`config.mk`:
```
export PLATFORM = sky130hd
export DESIGN_NAME = uart_trig_irq
export DESIGN_NICKNAME = d
export VERILOG_FILES = /design/src/rtl/trig_pkg.sv /design/src/rtl/trig_rst_sync.sv /design/src/rtl/trig_in_stage.sv /design/src/rtl/trig_tx_eval.sv /design/src/rtl/trig_rx_eval.sv /design/src/rtl/trig_prio_enc.sv /design/src/rtl/uart_trig_irq.sv
export SDC_FILE = /design/constraint.sdc
export NUM_CORES = 1
export LEC_CHECK = 0
export CORE_MARGIN = 1.5
export CORE_UTILIZATION = 39
export CTS_BUF_LIST = sky130_fd_sc_hd__clkbuf_16
export DETAILED_ROUTE_END_ITERATION = 8
export SETUP_SLACK_MARGIN = 0.1
export SLEW_MARGIN = 0
export SYNTH_ARGS = -nofsm -noshare
export SYNTH_HDL_FRONTEND = slang
export SYNTH_SLANG_ARGS = --single-unit
export TNS_END_PERCENT = 1
```
`constraint.sdc`:
```
create_clock -name clk -period 6.2 [get_ports clk]
set_input_delay 1.55 -clock clk [delete_from_list [all_inputs] [get_ports clk]]
set_output_delay 1.55 -clock clk [all_outputs]
set_load 0.05 [all_outputs]
```
`src/rtl/trig_pkg.sv`:
```
package trig_pkg;

  typedef enum logic [1:0] {
    PRIO_NONE = 2'd0,
    PRIO_RX   = 2'd2,
    PRIO_TX   = 2'd3
  } irq_prio_e;

  // Fixed trigger level picked by a two-bit legacy code for a given depth.
  function automatic int legacy_level(input logic [1:0] code, input int depth);
    int lvl;
    case (code)
      2'd0:    lvl = 1;
      2'd1:    lvl = depth / 8;
      2'd2:    lvl = depth / 4;
      default: lvl = depth - depth / 8;
    endcase
    return lvl;
  endfunction

endpackage

```
`src/rtl/trig_rst_sync.sv`:
```
module trig_rst_sync #(
  parameter int STAGES = 2
) (
  input  logic clk,
  input  logic rst_n,
  output logic rst_sync_n
);

  logic [STAGES-1:0] sync_q;
  logic [STAGES-1:0] sync_d;

  always_comb begin
    sync_d = {sync_q[STAGES-2:0], 1'b1};
  end

  always_ff @(posedge clk or negedge rst_n) begin
    if (!rst_n) sync_q <= '0;
    else        sync_q <= sync_d;
  end

  assign rst_sync_n = sync_q[STAGES-1];

endmodule

```
`src/rtl/trig_in_stage.sv`:
```
module trig_in_stage #(
  parameter int LVL_W = 8,
  parameter int THR_W = 7
) (
  input  logic             clk,
  input  logic             rst_n,
  input  logic             cap_en,
  input  logic             enh_mode_i,
  input  logic             tx_en_i,
  input  logic             rx_en_i,
  input  logic [1:0]       tx_sel_i,
  input  logic [1:0]       rx_sel_i,
  input  logic [THR_W-1:0] tx_thr_i,
  input  logic [THR_W-1:0] rx_thr_i,
  input  logic [LVL_W-1:0] tx_lvl_i,
  input  logic [LVL_W-1:0] rx_lvl_i,
  input  logic             shift_empty_i,
  input  logic             line_i,
  output logic             enh_mode_q,
  output logic             tx_en_q,
  output logic             rx_en_q,
  output logic [1:0]       tx_sel_q,
  output logic [1:0]       rx_sel_q,
  output logic [THR_W-1:0] tx_thr_q,
  output logic [THR_W-1:0] rx_thr_q,
  output logic [LVL_W-1:0] tx_lvl_q,
  output logic [LVL_W-1:0] rx_lvl_q,
  output logic             shift_empty_q,
  output logic             line_q
);

  logic             enh_mode_d, tx_en_d, rx_en_d, shift_empty_d, line_d;
  logic [1:0]       tx_sel_d, rx_sel_d;
  logic [THR_W-1:0] tx_thr_d, rx_thr_d;
  logic [LVL_W-1:0] tx_lvl_d, rx_lvl_d;

  always_comb begin
    enh_mode_d    = enh_mode_q;
    tx_en_d       = tx_en_q;
    rx_en_d       = rx_en_q;
    tx_sel_d      = tx_sel_q;
    rx_sel_d      = rx_sel_q;
    tx_thr_d      = tx_thr_q;
    rx_thr_d      = rx_thr_q;
    tx_lvl_d      = tx_lvl_q;
    rx_lvl_d      = rx_lvl_q;
    shift_empty_d = shift_empty_q;
    line_d        = line_q;
    if (cap_en) begin
      enh_mode_d    = enh_mode_i;
      tx_en_d       = tx_en_i;
      rx_en_d       = rx_en_i;
      tx_sel_d      = tx_sel_i;
      rx_sel_d      = rx_sel_i;
      tx_thr_d      = tx_thr_i;
      rx_thr_d      = rx_thr_i;
      tx_lvl_d      = tx_lvl_i;
      rx_lvl_d      = rx_lvl_i;
      shift_empty_d = shift_empty_i;
      line_d        = line_i;
    end
  end

  always_ff @(posedge clk or negedge rst_n) begin
    if (!rst_n) begin
      enh_mode_q    <= 1'b0;
      tx_en_q       <= 1'b0;
      rx_en_q       <= 1'b0;
      tx_sel_q      <= 2'd0;
      rx_sel_q      <= 2'd0;
      tx_thr_q      <= '0;
      rx_thr_q      <= '0;
      tx_lvl_q      <= '0;
      rx_lvl_q      <= '0;
      shift_empty_q <= 1'b0;
      line_q        <= 1'b0;
    end else begin
      enh_mode_q    <= enh_mode_d;
      tx_en_q       <= tx_en_d;
      rx_en_q       <= rx_en_d;
      tx_sel_q      <= tx_sel_d;
      rx_sel_q      <= rx_sel_d;
      tx_thr_q      <= tx_thr_d;
      rx_thr_q      <= rx_thr_d;
      tx_lvl_q      <= tx_lvl_d;
      rx_lvl_q      <= rx_lvl_d;
      shift_empty_q <= shift_empty_d;
      line_q        <= line_d;
    end
  end

endmodule

```
`src/rtl/trig_tx_eval.sv`:
```
module trig_tx_eval #(
  parameter int DEPTH = 128,
  parameter int LVL_W = 8,
  parameter int THR_W = 7
) (
  input  logic             enh_mode,
  input  logic             enable,
  input  logic [1:0]       sel,
  input  logic [THR_W-1:0] thr,
  input  logic [LVL_W-1:0] level,
  input  logic             shift_empty,
  input  logic             line_idle,
  output logic             req
);
  import trig_pkg::*;

  localparam int CW = LVL_W + 1;

  logic [CW-1:0] free_cnt;
  logic [CW-1:0] legacy_lvl;
  logic          legacy_hit;
  logic          drained;
  logic          enh_hit;

  always_comb begin
    free_cnt   = CW'(DEPTH) - CW'(level);
    legacy_lvl = CW'(legacy_level(sel, DEPTH));
    legacy_hit = (free_cnt >= legacy_lvl);
    drained    = (level == '0) && shift_empty && line_idle;
    if (thr == '0) enh_hit = drained;
    else           enh_hit = (CW'(level) < CW'(thr));
    req = enable && (enh_mode ? enh_hit : legacy_hit);
  end

endmodule

```
`src/rtl/trig_rx_eval.sv`:
```
module trig_rx_eval #(
  parameter int DEPTH = 128,
  parameter int LVL_W = 8,
  parameter int THR_W = 7
) (
  input  logic             enh_mode,
  input  logic             enable,
  input  logic [1:0]       sel,
  input  logic [THR_W-1:0] thr,
  input  logic [LVL_W-1:0] level,
  output logic             req
);
  import trig_pkg::*;

  localparam int CW = LVL_W + 1;

  logic [CW-1:0] legacy_lvl;
  logic          hit;

  always_comb begin
    legacy_lvl = CW'(legacy_level(sel, DEPTH));
    if (enh_mode) hit = (CW'(level) >= CW'(thr));
    else          hit = (CW'(level) >= legacy_lvl);
    req = enable && hit;
  end

endmodule

```
`src/rtl/trig_prio_enc.sv`:
```
module trig_prio_enc (
  input  logic       rx_req,
  input  logic       tx_req,
  output logic       any_req,
  output logic [1:0] prio
);
  import trig_pkg::*;

  irq_prio_e sel_prio;

  always_comb begin
    if (rx_req)      sel_prio = PRIO_RX;
    else if (tx_req) sel_prio = PRIO_TX;
    else             sel_prio = PRIO_NONE;
    prio    = sel_prio;
    any_req = rx_req | tx_req;
  end

endmodule

```
`src/rtl/uart_trig_irq.sv`:
```
module uart_trig_irq #(
  parameter int DEPTH = 128,
  parameter int THR_W = 7,
  parameter int LVL_W = $clog2(DEPTH + 1)
) (
  input  logic             clk,
  input  logic             rst_n,
  input  logic             enh_mode,
  input  logic             ier_tx_en,
  input  logic             ier_rx_en,
  input  logic [1:0]       fcr_tx_sel,
  input  logic [1:0]       fcr_rx_sel,
  input  logic [THR_W-1:0] tx_thresh,
  input  logic [THR_W-1:0] rx_thresh,
  input  logic [LVL_W-1:0] tx_level,
  input  logic [LVL_W-1:0] rx_level,
  input  logic             tx_shift_empty,
  input  logic             sout_line,
  output logic             tx_irq,
  output logic             rx_irq,
  output logic             irq_any,
  output logic [1:0]       irq_prio
);

  logic             rst_sync_n;
  logic             enh_q, tx_en_q, rx_en_q, shift_empty_q, line_q;
  logic [1:0]       tx_sel_q, rx_sel_q;
  logic [THR_W-1:0] tx_thr_q, rx_thr_q;
  logic [LVL_W-1:0] tx_lvl_q, rx_lvl_q;

  trig_rst_sync #(.STAGES(2)) i_rst_sync (
    .clk        (clk),
    .rst_n      (rst_n),
    .rst_sync_n (rst_sync_n)
  );

  trig_in_stage #(.LVL_W(LVL_W), .THR_W(THR_W)) i_in_stage (
    .clk           (clk),
    .rst_n         (rst_sync_n),
    .cap_en        (rst_sync_n),
    .enh_mode_i    (enh_mode),
    .tx_en_i       (ier_tx_en),
    .rx_en_i       (ier_rx_en),
    .tx_sel_i      (fcr_tx_sel),
    .rx_sel_i      (fcr_rx_sel),
    .tx_thr_i      (tx_thresh),
    .rx_thr_i      (rx_thresh),
    .tx_lvl_i      (tx_level),
    .rx_lvl_i      (rx_level),
    .shift_empty_i (tx_shift_empty),
    .line_i        (sout_line),
    .enh_mode_q    (enh_q),
    .tx_en_q       (tx_en_q),
    .rx_en_q       (rx_en_q),
    .tx_sel_q      (tx_sel_q),
    .rx_sel_q      (rx_sel_q),
    .tx_thr_q      (tx_thr_q),
    .rx_thr_q      (rx_thr_q),
    .tx_lvl_q      (tx_lvl_q),
    .rx_lvl_q      (rx_lvl_q),
    .shift_empty_q (shift_empty_q),
    .line_q        (line_q)
  );

  trig_tx_eval #(.DEPTH(DEPTH), .LVL_W(LVL_W), .THR_W(THR_W)) i_tx_eval (
    .enh_mode    (enh_q),
    .enable      (tx_en_q),
    .sel         (tx_sel_q),
    .thr         (tx_thr_q),
    .level       (tx_lvl_q),
    .shift_empty (shift_empty_q),
    .line_idle   (line_q),
    .req         (tx_irq)
  );

  trig_rx_eval #(.DEPTH(DEPTH), .LVL_W(LVL_W), .THR_W(THR_W)) i_rx_eval (
    .enh_mode (enh_q),
    .enable   (rx_en_q),
    .sel      (rx_sel_q),
    .thr      (rx_thr_q),
    .level    (rx_lvl_q),
    .req      (rx_irq)
  );

  trig_prio_enc i_prio (
    .rx_req  (rx_irq),
    .tx_req  (tx_irq),
    .any_req (irq_any),
    .prio    (irq_prio)
  );

  // a request needs its enable at the sampling edge
  assert_tx_gated_R2: assert property (@(posedge clk) disable iff (!rst_sync_n)
    tx_irq |-> $past(ier_tx_en));
  assert_rx_gated_R2: assert property (@(posedge clk) disable iff (!rst_sync_n)
    rx_irq |-> $past(ier_rx_en));

  // enhanced receive request implies the count had reached the threshold
  assert_rx_thresh_R3: assert property (@(posedge clk) disable iff (!rst_sync_n)
    (rx_irq && $past(enh_mode)) |-> ($past(rx_level) >= LVL_W'($past(rx_thresh))));

  // zero transmit threshold fires only on a fully drained, idle transmitter
  assert_tx_drained_R5: assert property (@(posedge clk) disable iff (!rst_sync_n)
    (tx_irq && $past(enh_mode) && ($past(tx_thresh) == '0)) |->
      ($past(tx_level) == '0 && $past(tx_shift_empty) && $past(sout_line)));

  // the reported level never disagrees with the active requests
  assert_prio_rx_R9: assert property (@(posedge clk) disable iff (!rst_sync_n)
    rx_irq |-> (irq_prio == 2'd2 && irq_any));
  assert_prio_idle_R9: assert property (@(posedge clk) disable iff (!rst_sync_n)
    !irq_any |-> (irq_prio == 2'd0 && !tx_irq && !rx_irq));

  // nothing is requested while the synchronised reset is held
  assert_reset_quiet_R1: assert property (@(posedge clk)
    !rst_sync_n |-> (!irq_any && irq_prio == 2'd0));

endmodule

```
==> flow_summary.toml, run 1 <==
[status]
status = "finished, final reports clean"

[global_routing]
antenna_found_initial = 0
gr-total-overflow = 0
grt_max_degree = 99
grt_pass1_vias = 1588
grt_util_all_layers = 0.149
grt_pass1_wl_um = 7040

[pwr]
p_switching_uw = 202
p_int_uw = 518
vdd_ir_drop_max_uv = 136
swShare = 0.280
combPwrFrac = 0.222
share_seq_of_total_power = 0.435
p_clk_frac = 0.343
p_leak_uw = 0.00126
pwr_density_cell_mw_per_mm2 = 253

[timing]
worst_pin_slew_ps = 960
postLayoutSetupSlackWorst_ps = 1080
post-route-min-period_ps = 5120
maxSlewHeadroom = 0.360
holdWs_ps = 356
rsz0062_at_grt = "no"
slew_viol_final = 0
fin_skew_ps = 5.74
hold_viol_final = 0
fin_tns_setup_ps = 0
clock.fmax_ghz = 0.195
period_share = 0.826
finalSetupViolCount = 0

[critical_path]
worstPathRequired_ps = 4650
reg2reg_to = "i_in_stage.tx_thr_q[0]$_DFFE_PN0P_"
cp.arrival_ps = 3570
regToRegStartpoint = "i_rst_sync.sync_q[1]$_DFF_PN0_"
cpMostUsedCell = "ha_1"
cp_max_fo = 4
cpMaxStageDelayCell = "clkdlybuf4s50_1"
start_kind = "register"
crit_type = "register to output pin"
r2r_slack_ps = 4560
cp-end-kind = "output pin"
cp_cell_sequence = "inv_1 > ha_1 > nand2_1 > xor2_1 > ha_1 > or4b_2 > a211o_2 > o2111ai_1 > a311oi_2 > nand2b_1 > clkdlybuf4s50_1"
critical_path_buf_inv_count = 2
crit_family = "simple AND/OR/NAND/NOR gates"
reg2reg_depth = 2
cpPeakStageDelay_ps = 700

[floorplanning]
io_pins = 46
fp.dieW_um = 77.9
placementRows = 27
die_h_um = 77.9
start_util = 0.400
core-area_mm2 = 0.00547
die_area_mm2 = 0.00607

[logic_synthesis]
ys_seq_elements = 41
synth_nets = 270
synth-xor-area-share = 0.0160
async_flop_share = 1.00
synth_top_family_by_area = "adder cells"
synth_cells = 207
synth_compound_area_frac = 0.116
synth_adder_area_share = 0.126
yosys_warnings = 0
synth_top_area_frac = 0.469
synth_edf_count = 0
ys.flop_type = "dfrtp_1"
yosys.area_share.simple = 0.120
synth.cell_area_mm2 = 0.00219
synth.most_common_cell = "dfrtp_1"
synth_common_cells = "dfrtp_1 (41), nand2_1 (25), o21ai_0 (23), ha_1 (22), inv_1 (21)"
synth_area_per_cell_um2 = 10.6
synth.area.top_cells = "dfrtp_1 (47%), ha_1 (13%), mux2_2 (9.8%)"
ys_seq_area_frac = 0.469
synthMuxAreaShare = 0.102
yosysUniqueCellTypes = 39
synth.largest_area_cell = "dfrtp_1"

[cts]
cts_tree = "built"
cts-root-buf = "clkbuf_16"
cts_buffers = 5
path_clk_slew_ps = 60
h-tree-depth = 2
clk_path_buf_depth = 2
post_cts_buffers = 0
insertion_delay_ps = 280
clkSinkCount = 41
holdBufCountCts = 0
post_cts_resized = 0

[layout]
layout-drive-gt1-share = 0.130
final_area_mm2 = 0.00285
final_nets = 316
fin_util = 0.521
insertedDiodeCount = 0
layout-area-overhead-vs-synth_pct = 30.1

[drt]
first_iter_violations = 68
wl_per_cell_um = 12.2
totalWireLength_um = 3960
via_per_inst = 4.90
firstDrtPassIters = 4
drtAntennaViolNets = 0
drc_errors = 0
num_vias = 1598

[placement]
hpwl_um = 2910
dp_slack_ps = 1380
place_area_mm2 = 0.00271
port-buffer-count = 45
place_congestion = 0.815

[worst_hold_path]
min_path_type = "register to register"
whs_endpoint = "i_rst_sync.sync_q[1]$_DFF_PN0_"
worstHoldPathCells = 0
worstHoldStart = "i_rst_sync.sync_q[0]$_DFF_PN0_"

[run]
drv_cap = 0
## cells by family after synthesis
| kind of cell | Yosys count |
|---|---|
| AND/OR/NAND/NOR | 51 |
| flip-flops | 41 |
| AO/OA/AOI/OAI | 40 |
| buffers and inverters | 28 |
| adder cells (fa/ha/maj) | 22 |
| multiplexers | 20 |
| XOR/XNOR | 4 |
| other | 1 |
## cell type report
type                    count  area [µm²]
clock buffers               5         125
repair buffers             46         458
inverters                  21        78.8
flip-flops and latches     41        1030
fillers                   508        2620
clock inverters             3        15.0
well taps                  72        90.1
multi-input cells         138        1050
## sequential cells by signal, indices dropped and copies added (netlist names), 2 cells and up
| register | flops |
|---|---|
| i_rst_sync.sync_q | 2 |
| i_in_stage.rx_sel_q | 2 |
| i_in_stage.rx_lvl_q | 8 |
| i_in_stage.tx_thr_q | 7 |
| i_in_stage.rx_thr_q | 7 |
| i_in_stage.tx_lvl_q | 8 |
| i_in_stage.tx_sel_q | 2 |
## stage by stage
stage / std cells / total power, µW
3_3_place_gp: 318 / 477
6_report: 326 / 720
5_1_grt: 326 / 764
3_5_place_dp: 318 / 480
4_1_cts: 326 / 731
2_1_floorplan: 207 / 420
## layout by cell type, fill, tap and decap left out, types with 2 or more instances in the layout
cell type,count
a211oi_1,2
a21o_1,3
clkbuf_16,5
clkdlybuf4s50_1,45
dfrtp_1,40
ha_1,22
inv_1,22
mux2_2,19
nand2_1,25
nand2b_1,2
nand3_1,2
nor2_1,8
nor4_1,4
o2111ai_1,3
o21ai_0,23
xnor2_1,2
xor2_1,2
## power by group through the flow
stage	logic, µW	clock network (µW)	registers, µW
floorplan	104	0	316
global placement	159	0	318
detailed placement	162	0	319
CTS	163	254	314
global route	183	264	317
finish	160	247	313
## layer usage
layer / vias up / track usage / share of wire
met1: 736 / 0.189 / 0.47
met5: - / 0 / 0
met2: 37 / 0.233 / 0.46
li1: 814 / - / -
met3: 11 / 0.0435 / 0.048
met4: 0 / 0.0679 / 0.023
## worst max-delay path by stage
stage / startpoint / endpoint / slack (ps) / cells after the start
2_1_floorplan: i_in_stage.tx_lvl_q[1]$_DFFE_PN0P_ / irq_prio[1] / 1240 / 8
3_3_place_gp: i_in_stage.tx_lvl_q[0]$_DFFE_PN0P_ / irq_any / 1460 / 11
3_5_place_dp: i_in_stage.tx_lvl_q[0]$_DFFE_PN0P_ / irq_prio[1] / 1380 / 11
4_1_cts: i_in_stage.tx_lvl_q[0]$_DFFE_PN0P_ / irq_prio[1] / 1070 / 11
5_1_grt: i_in_stage.tx_lvl_q[0]$_DFFE_PN0P_ / irq_any / 880 / 11
6_report: i_in_stage.tx_lvl_q[0]$_DFFE_PN0P_ / irq_prio[1] / 1080 / 11
(Power assumes the default switching activity.)
==> run 2: changes to the inputs <==
Settings changed: PLACE_DENSITY set to 0.66.
Clock period 6.2 ns to 4.55 ns, I/O delays scaled along.
==> run 2 against run 1 <==
Net effect: final cell count down 0.31%; global-route usage is 0.17 points higher; total power increased by 45%; register-to-register slack got worse by 1700 ps; routed wire length is 8.0% higher; clock power increased by 60%; via count up 0.38%; first-iteration DRC count down 43%; clock skew shrank 2.7 ps; combinational power grew 29%.
==> flow_summary.toml, run 2 (same netlist as run 1, synthesis figures left out) <==
[status]
status = "finished, final reports clean"

[critical_path]
start_kind = "register"
critical_path_buf_inv_count = 2
worstPathRequired_ps = 3410
crit_type = "register to output pin"
cp_max_fo = 4
cpMostUsedCell = "ha_1"
cp.arrival_ps = 3170
cpPeakStageDelay_ps = 660
cp-end-kind = "output pin"
cp_cell_sequence = "inv_1 > ha_1 > nand2_1 > xor2_1 > ha_1 > or4b_2 > a211o_2 > o2111ai_1 > a311oi_4 > dlygate4sd2_1"
crit_family = "simple AND/OR/NAND/NOR gates"
cpMaxStageDelayCell = "or4b_2"

[drt]
wl_per_cell_um = 13.2
drc_errors = 0
via_per_inst = 4.94
firstDrtPassIters = 4
drtAntennaViolNets = 0
first_iter_violations = 39
totalWireLength_um = 4280
num_vias = 1604

[cts]
cts-root-buf = "clkbuf_16"
h-tree-depth = 2
path_clk_slew_ps = 60
post_cts_buffers = 0
insertion_delay_ps = 280
clkSinkCount = 41
cts_tree = "built"
holdBufCountCts = 0
clk_path_buf_depth = 2
cts_buffers = 5

[pwr]
swShare = 0.270
p_leak_uw = 0.00128
pwr_density_cell_mw_per_mm2 = 363
p_clk_frac = 0.379
p_int_uw = 762
vdd_ir_drop_max_uv = 266
share_seq_of_total_power = 0.422
p_switching_uw = 282
combPwrFrac = 0.199

[global_routing]
gr-total-overflow = 0
grt_pass1_wl_um = 7120
antenna_found_initial = 0
grt_util_all_layers = 0.150
grt_pass1_vias = 1576
grt_max_degree = 99

[placement]
dp.cells = 317
hpwl_um = 3220
dp_slack_ps = 134
port-buffer-count = 45
place_congestion = 0.815

[worst_hold_path]
min_path_type = "register to register"

[layout]
reg_top3 = "i_in_stage.rx_lvl_q x8, i_in_stage.tx_lvl_q x8"
fillCellCount = 519
final_cells = 325
final_common_cell = "clkdlybuf4s50_1"
multi_input_area_mm2 = 0.00107
seq_area_mm2 = 0.00103
layout-drive-gt1-share = 0.142
layout-area-overhead-vs-synth_pct = 31.1
insertedDiodeCount = 0
final_cell_mix = "clkdlybuf4s50_1 (41), dfrtp_1 (40), nand2_1 (25), o21ai_0 (23)"
final_nets = 315

[floorplanning]
fp.dieW_um = 77.9
io_pins = 46
placementRows = 27
die_area_mm2 = 0.00607
die_h_um = 77.9
start_util = 0.400
core-area_mm2 = 0.00547

[timing]
postLayoutSetupSlackWorst_ps = 246
maxSlewHeadroom = 0.341
rsz0062_at_grt = "yes"
fin_tns_setup_ps = 0
worst_pin_slew_ps = 988
post-route-min-period_ps = 4300
finalSetupViolCount = 0
holdWs_ps = 351
hold_viol_final = 0
clock.fmax_ghz = 0.232
period_share = 0.946
slew_viol_final = 0
fin_skew_ps = 3.07

[run]
drv_cap = 0
==> run 2: area by class of cell <==
cell class	instances	share of cell area
multi-input cells	138	0.371
flip-flops and latches	41	0.359
repair buffers	45	0.153
clock buffers	5	0.0436
well taps	72	0.0314
inverters	21	0.0275
clock inverters	3	0.0148
==> run 2: per-layer routing <==
layer / track usage / up-vias / wire, µm / part of all wire
met5: 0 / - / 0 / 0
met1: 0.175 / 752 / 1870 / 0.44
met3: 0.0412 / 9 / 199 / 0.046
met4: 0.0500 / 0 / 77 / 0.018
met2: 0.265 / 34 / 2130 / 0.50
li1: - / 809 / - / -
==> run 2: final timing paths <==
check                                                   start                            endpoint  slack, ps  depth (start not counted)
setup / recovery           i_in_stage.tx_lvl_q[0]$_DFFE_PN0P_                              tx_irq        250                         10
setup reg to reg               i_rst_sync.sync_q[1]$_DFF_PN0_  i_in_stage.tx_lvl_q[3]$_DFFE_PN0P_       2900                          1
max in group asynchronous                               rst_n      i_rst_sync.sync_q[1]$_DFF_PN0_       3410                          1
hold / removal                 i_rst_sync.sync_q[0]$_DFF_PN0_      i_rst_sync.sync_q[1]$_DFF_PN0_        350                          0
hold reg to reg                i_rst_sync.sync_q[0]$_DFF_PN0_      i_rst_sync.sync_q[1]$_DFF_PN0_        350                          0
min in group asynchronous      i_rst_sync.sync_q[1]$_DFF_PN0_  i_in_stage.rx_lvl_q[7]$_DFFE_PN0P_        490                          0
==> run 2: metrics by stage <==
step | util | power [µW] | area (µm²)
after floorplan | - | 575 | 2200
after global placement | 0.495 | 653 | 2710
after detailed placement | 0.495 | 659 | 2710
after CTS | 0.525 | 1060 | 2880
after global routing | 0.525 | 1100 | 2870
final | 0.525 | 1040 | 2870
==> run 2: power by group through the flow <==
| stage | Clock, µW | Sequential, µW | Combinational (µW) |
|---|---|---|---|
| finish | 395 | 441 | 207 |
| global route | 421 | 449 | 232 |
| CTS | 406 | 442 | 210 |
| detailed placement | 0 | 448 | 210 |
| global placement | 0 | 448 | 206 |
| floorplan | 0 | 431 | 144 |
==> run 2: repair_timing <==
item / CTS / global route
endpoints found under the setup margin: 2 / 2
gates cloned: 0 / 0
gates resized for setup: 2 / 2
==> run 3: changes to the inputs <==
Settings changed: CORE_ASPECT_RATIO set to 1.25.
==> run 3 against run 2 <==
Net effect: first-iteration DRC count up 28%; fmax down 0.25%; largest power group unchanged; core utilization down 0.11 points; cell area down 1.4%; sequential power about the same; non-clock buffer count unchanged; highest routed layer unchanged; final cell count down 2.5%; routed wire length down 5.5%; global-route usage down 0.32 points.
==> flow_summary.toml, run 3 (same netlist as run 1, synthesis figures left out) <==
[timing]
maxSlewHeadroom = 0.354
clock.fmax_ghz = 0.232
hold_viol_final = 0
postLayoutSetupSlackWorst_ps = 236
slew_viol_final = 0
finalSetupViolCount = 0
fin_tns_setup_ps = 0
fin_skew_ps = 3.09
worst_pin_slew_ps = 968
rsz0062_at_grt = "no"
holdWs_ps = 351
post-route-min-period_ps = 4310
period_share = 0.948

[placement]
dp_slack_ps = 175
port-buffer-count = 45
hpwl_um = 3080
dp.cells = 309
place_congestion = 0.730

[cts]
insertion_delay_ps = 280
clk_path_buf_depth = 2
path_clk_slew_ps = 60
clkSinkCount = 41
cts_buffers = 5
post_cts_buffers = 0
cts-root-buf = "clkbuf_16"
h-tree-depth = 2
cts_tree = "built"

[status]
status = "finished, final reports clean"

[critical_path]
worstPathRequired_ps = 3410
reg2reg_to = "i_in_stage.tx_lvl_q[3]$_DFFE_PN0P_"
cp-end-kind = "output pin"
regToRegStartpoint = "i_rst_sync.sync_q[1]$_DFF_PN0_"
crit_type = "register to output pin"
critPathCapture = "tx_irq"
startpoint = "i_in_stage.tx_lvl_q[0]$_DFFE_PN0P_"
cp.arrival_ps = 3180
r2r_slack_ps = 2930
reg2reg_depth = 1
cp_max_fo = 4
start_kind = "register"

[pwr]
vdd_ir_drop_max_uv = 205
p_leak_uw = 0.00126
pwr_density_cell_mw_per_mm2 = 343

[worst_hold_path]
min_path_type = "register to register"
worstHoldStart = "i_rst_sync.sync_q[0]$_DFF_PN0_"

[layout]
seq_area_mm2 = 0.00103
final_nets = 315
final_common_cell = "clkdlybuf4s50_1"
final_cell_mix = "clkdlybuf4s50_1 (41), dfrtp_1 (40), nand2_1 (25), inv_1 (23), o21ai_0 (23)"
multi_input_area_mm2 = 0.00107
layout-drive-gt1-share = 0.134
final_cells = 317
fillCellCount = 516
reg_top3 = "i_in_stage.rx_lvl_q x8, i_in_stage.tx_lvl_q x8"
insertedDiodeCount = 0
layout-area-overhead-vs-synth_pct = 29.3

[global_routing]
grt_max_degree = 99
antenna_found_initial = 0
grt_pass1_wl_um = 7000
gr-total-overflow = 0
grt_pass1_vias = 1627
grt_util_all_layers = 0.147

[floorplanning]
fp.dieW_um = 70.0
die_area_mm2 = 0.00608
io_pins = 46
placementRows = 30
die_h_um = 86.8
core-area_mm2 = 0.00541
start_util = 0.405

[drt]
wl_per_cell_um = 12.8
totalWireLength_um = 4050
num_vias = 1598
drc_errors = 0
via_per_inst = 5.04
drtAntennaViolNets = 0
first_iter_violations = 50
firstDrtPassIters = 4

[run]
drv_cap = 0
## run 3: cell count changes in the layout (fill, tap and decap cells not counted), sizes merged
cell    change
inv         +1
bufinv      -1
## run 3: timing repair
| action | in CTS | in global routing |
|---|---|---|
| pin swaps | 0 | 0 |
| setup endpoints to repair | 2 | 1 |
| endpoints found under the hold margin | 0 | 0 |
| resized for setup | 2 | 2 |
| hold buffers | 0 | 0 |
## run 3: stage by stage
stage,util,cell area (µm²),power (µW)
4_1_cts,0.524,2830,984
2_1_floorplan,-,2200,575
3_5_place_dp,0.500,2700,656
3_3_place_gp,0.500,2700,650
6_report,0.524,2830,969
5_1_grt,0.524,2830,1030
## run 3: worst max-delay path, stage by stage (launching register included)
cell and delay (ps):
dfrtp_1 420, inv_1 110, ha_1 230, nand2_1 80, xor2_1 150, ha_1 220, or4b_2 690, a211o_2 290
o2111ai_1 120, a311oi_4 140, dlygate4sd2_1 450
## run 3: layout make-up
| cell class | count | share of cell area |
|---|---|---|
| inverter | 21 | 0.0279 |
| clock buffer | 5 | 0.0442 |
| tap | 64 | 0.0283 |
| sequential | 41 | 0.364 |
| clock inverter | 3 | 0.00398 |
| multi-input combinational | 138 | 0.377 |
| timing repair buffer | 45 | 0.155 |
## run 3: per-layer routing
metal | global-route usage | share of wire | vias up
li1 | - | - | 809
met1 | 0.157 | 0.40 | 756
met2 | 0.278 | 0.54 | 27
met3 | 0.0384 | 0.037 | 6
met4 | 0.0542 | 0.015 | 0
met5 | 0 | 0 | -
## run 3: worst min path at each step
stage | to | slack (ps) | cells after the start
finish | i_rst_sync.sync_q[1]$_DFF_PN0_ | 350 | 0
detailed placement | i_rst_sync.sync_q[1]$_DFF_PN0_ | 340 | 0
floorplan | i_rst_sync.sync_q[1]$_DFF_PN0_ | 330 | 0
CTS | i_rst_sync.sync_q[1]$_DFF_PN0_ | 350 | 0
global placement | i_rst_sync.sync_q[1]$_DFF_PN0_ | 340 | 0
global route | i_rst_sync.sync_q[1]$_DFF_PN0_ | 350 | 0
## run 3: report_power, final
part | switching, µW | leakage [µW] | internal [µW]
logic | 98.7 | 0.000703 | 105
clock network | 128 | 0.0000738 | 197
registers | 41.9 | 0.000487 | 399
total | 268 | 0.00126 | 701
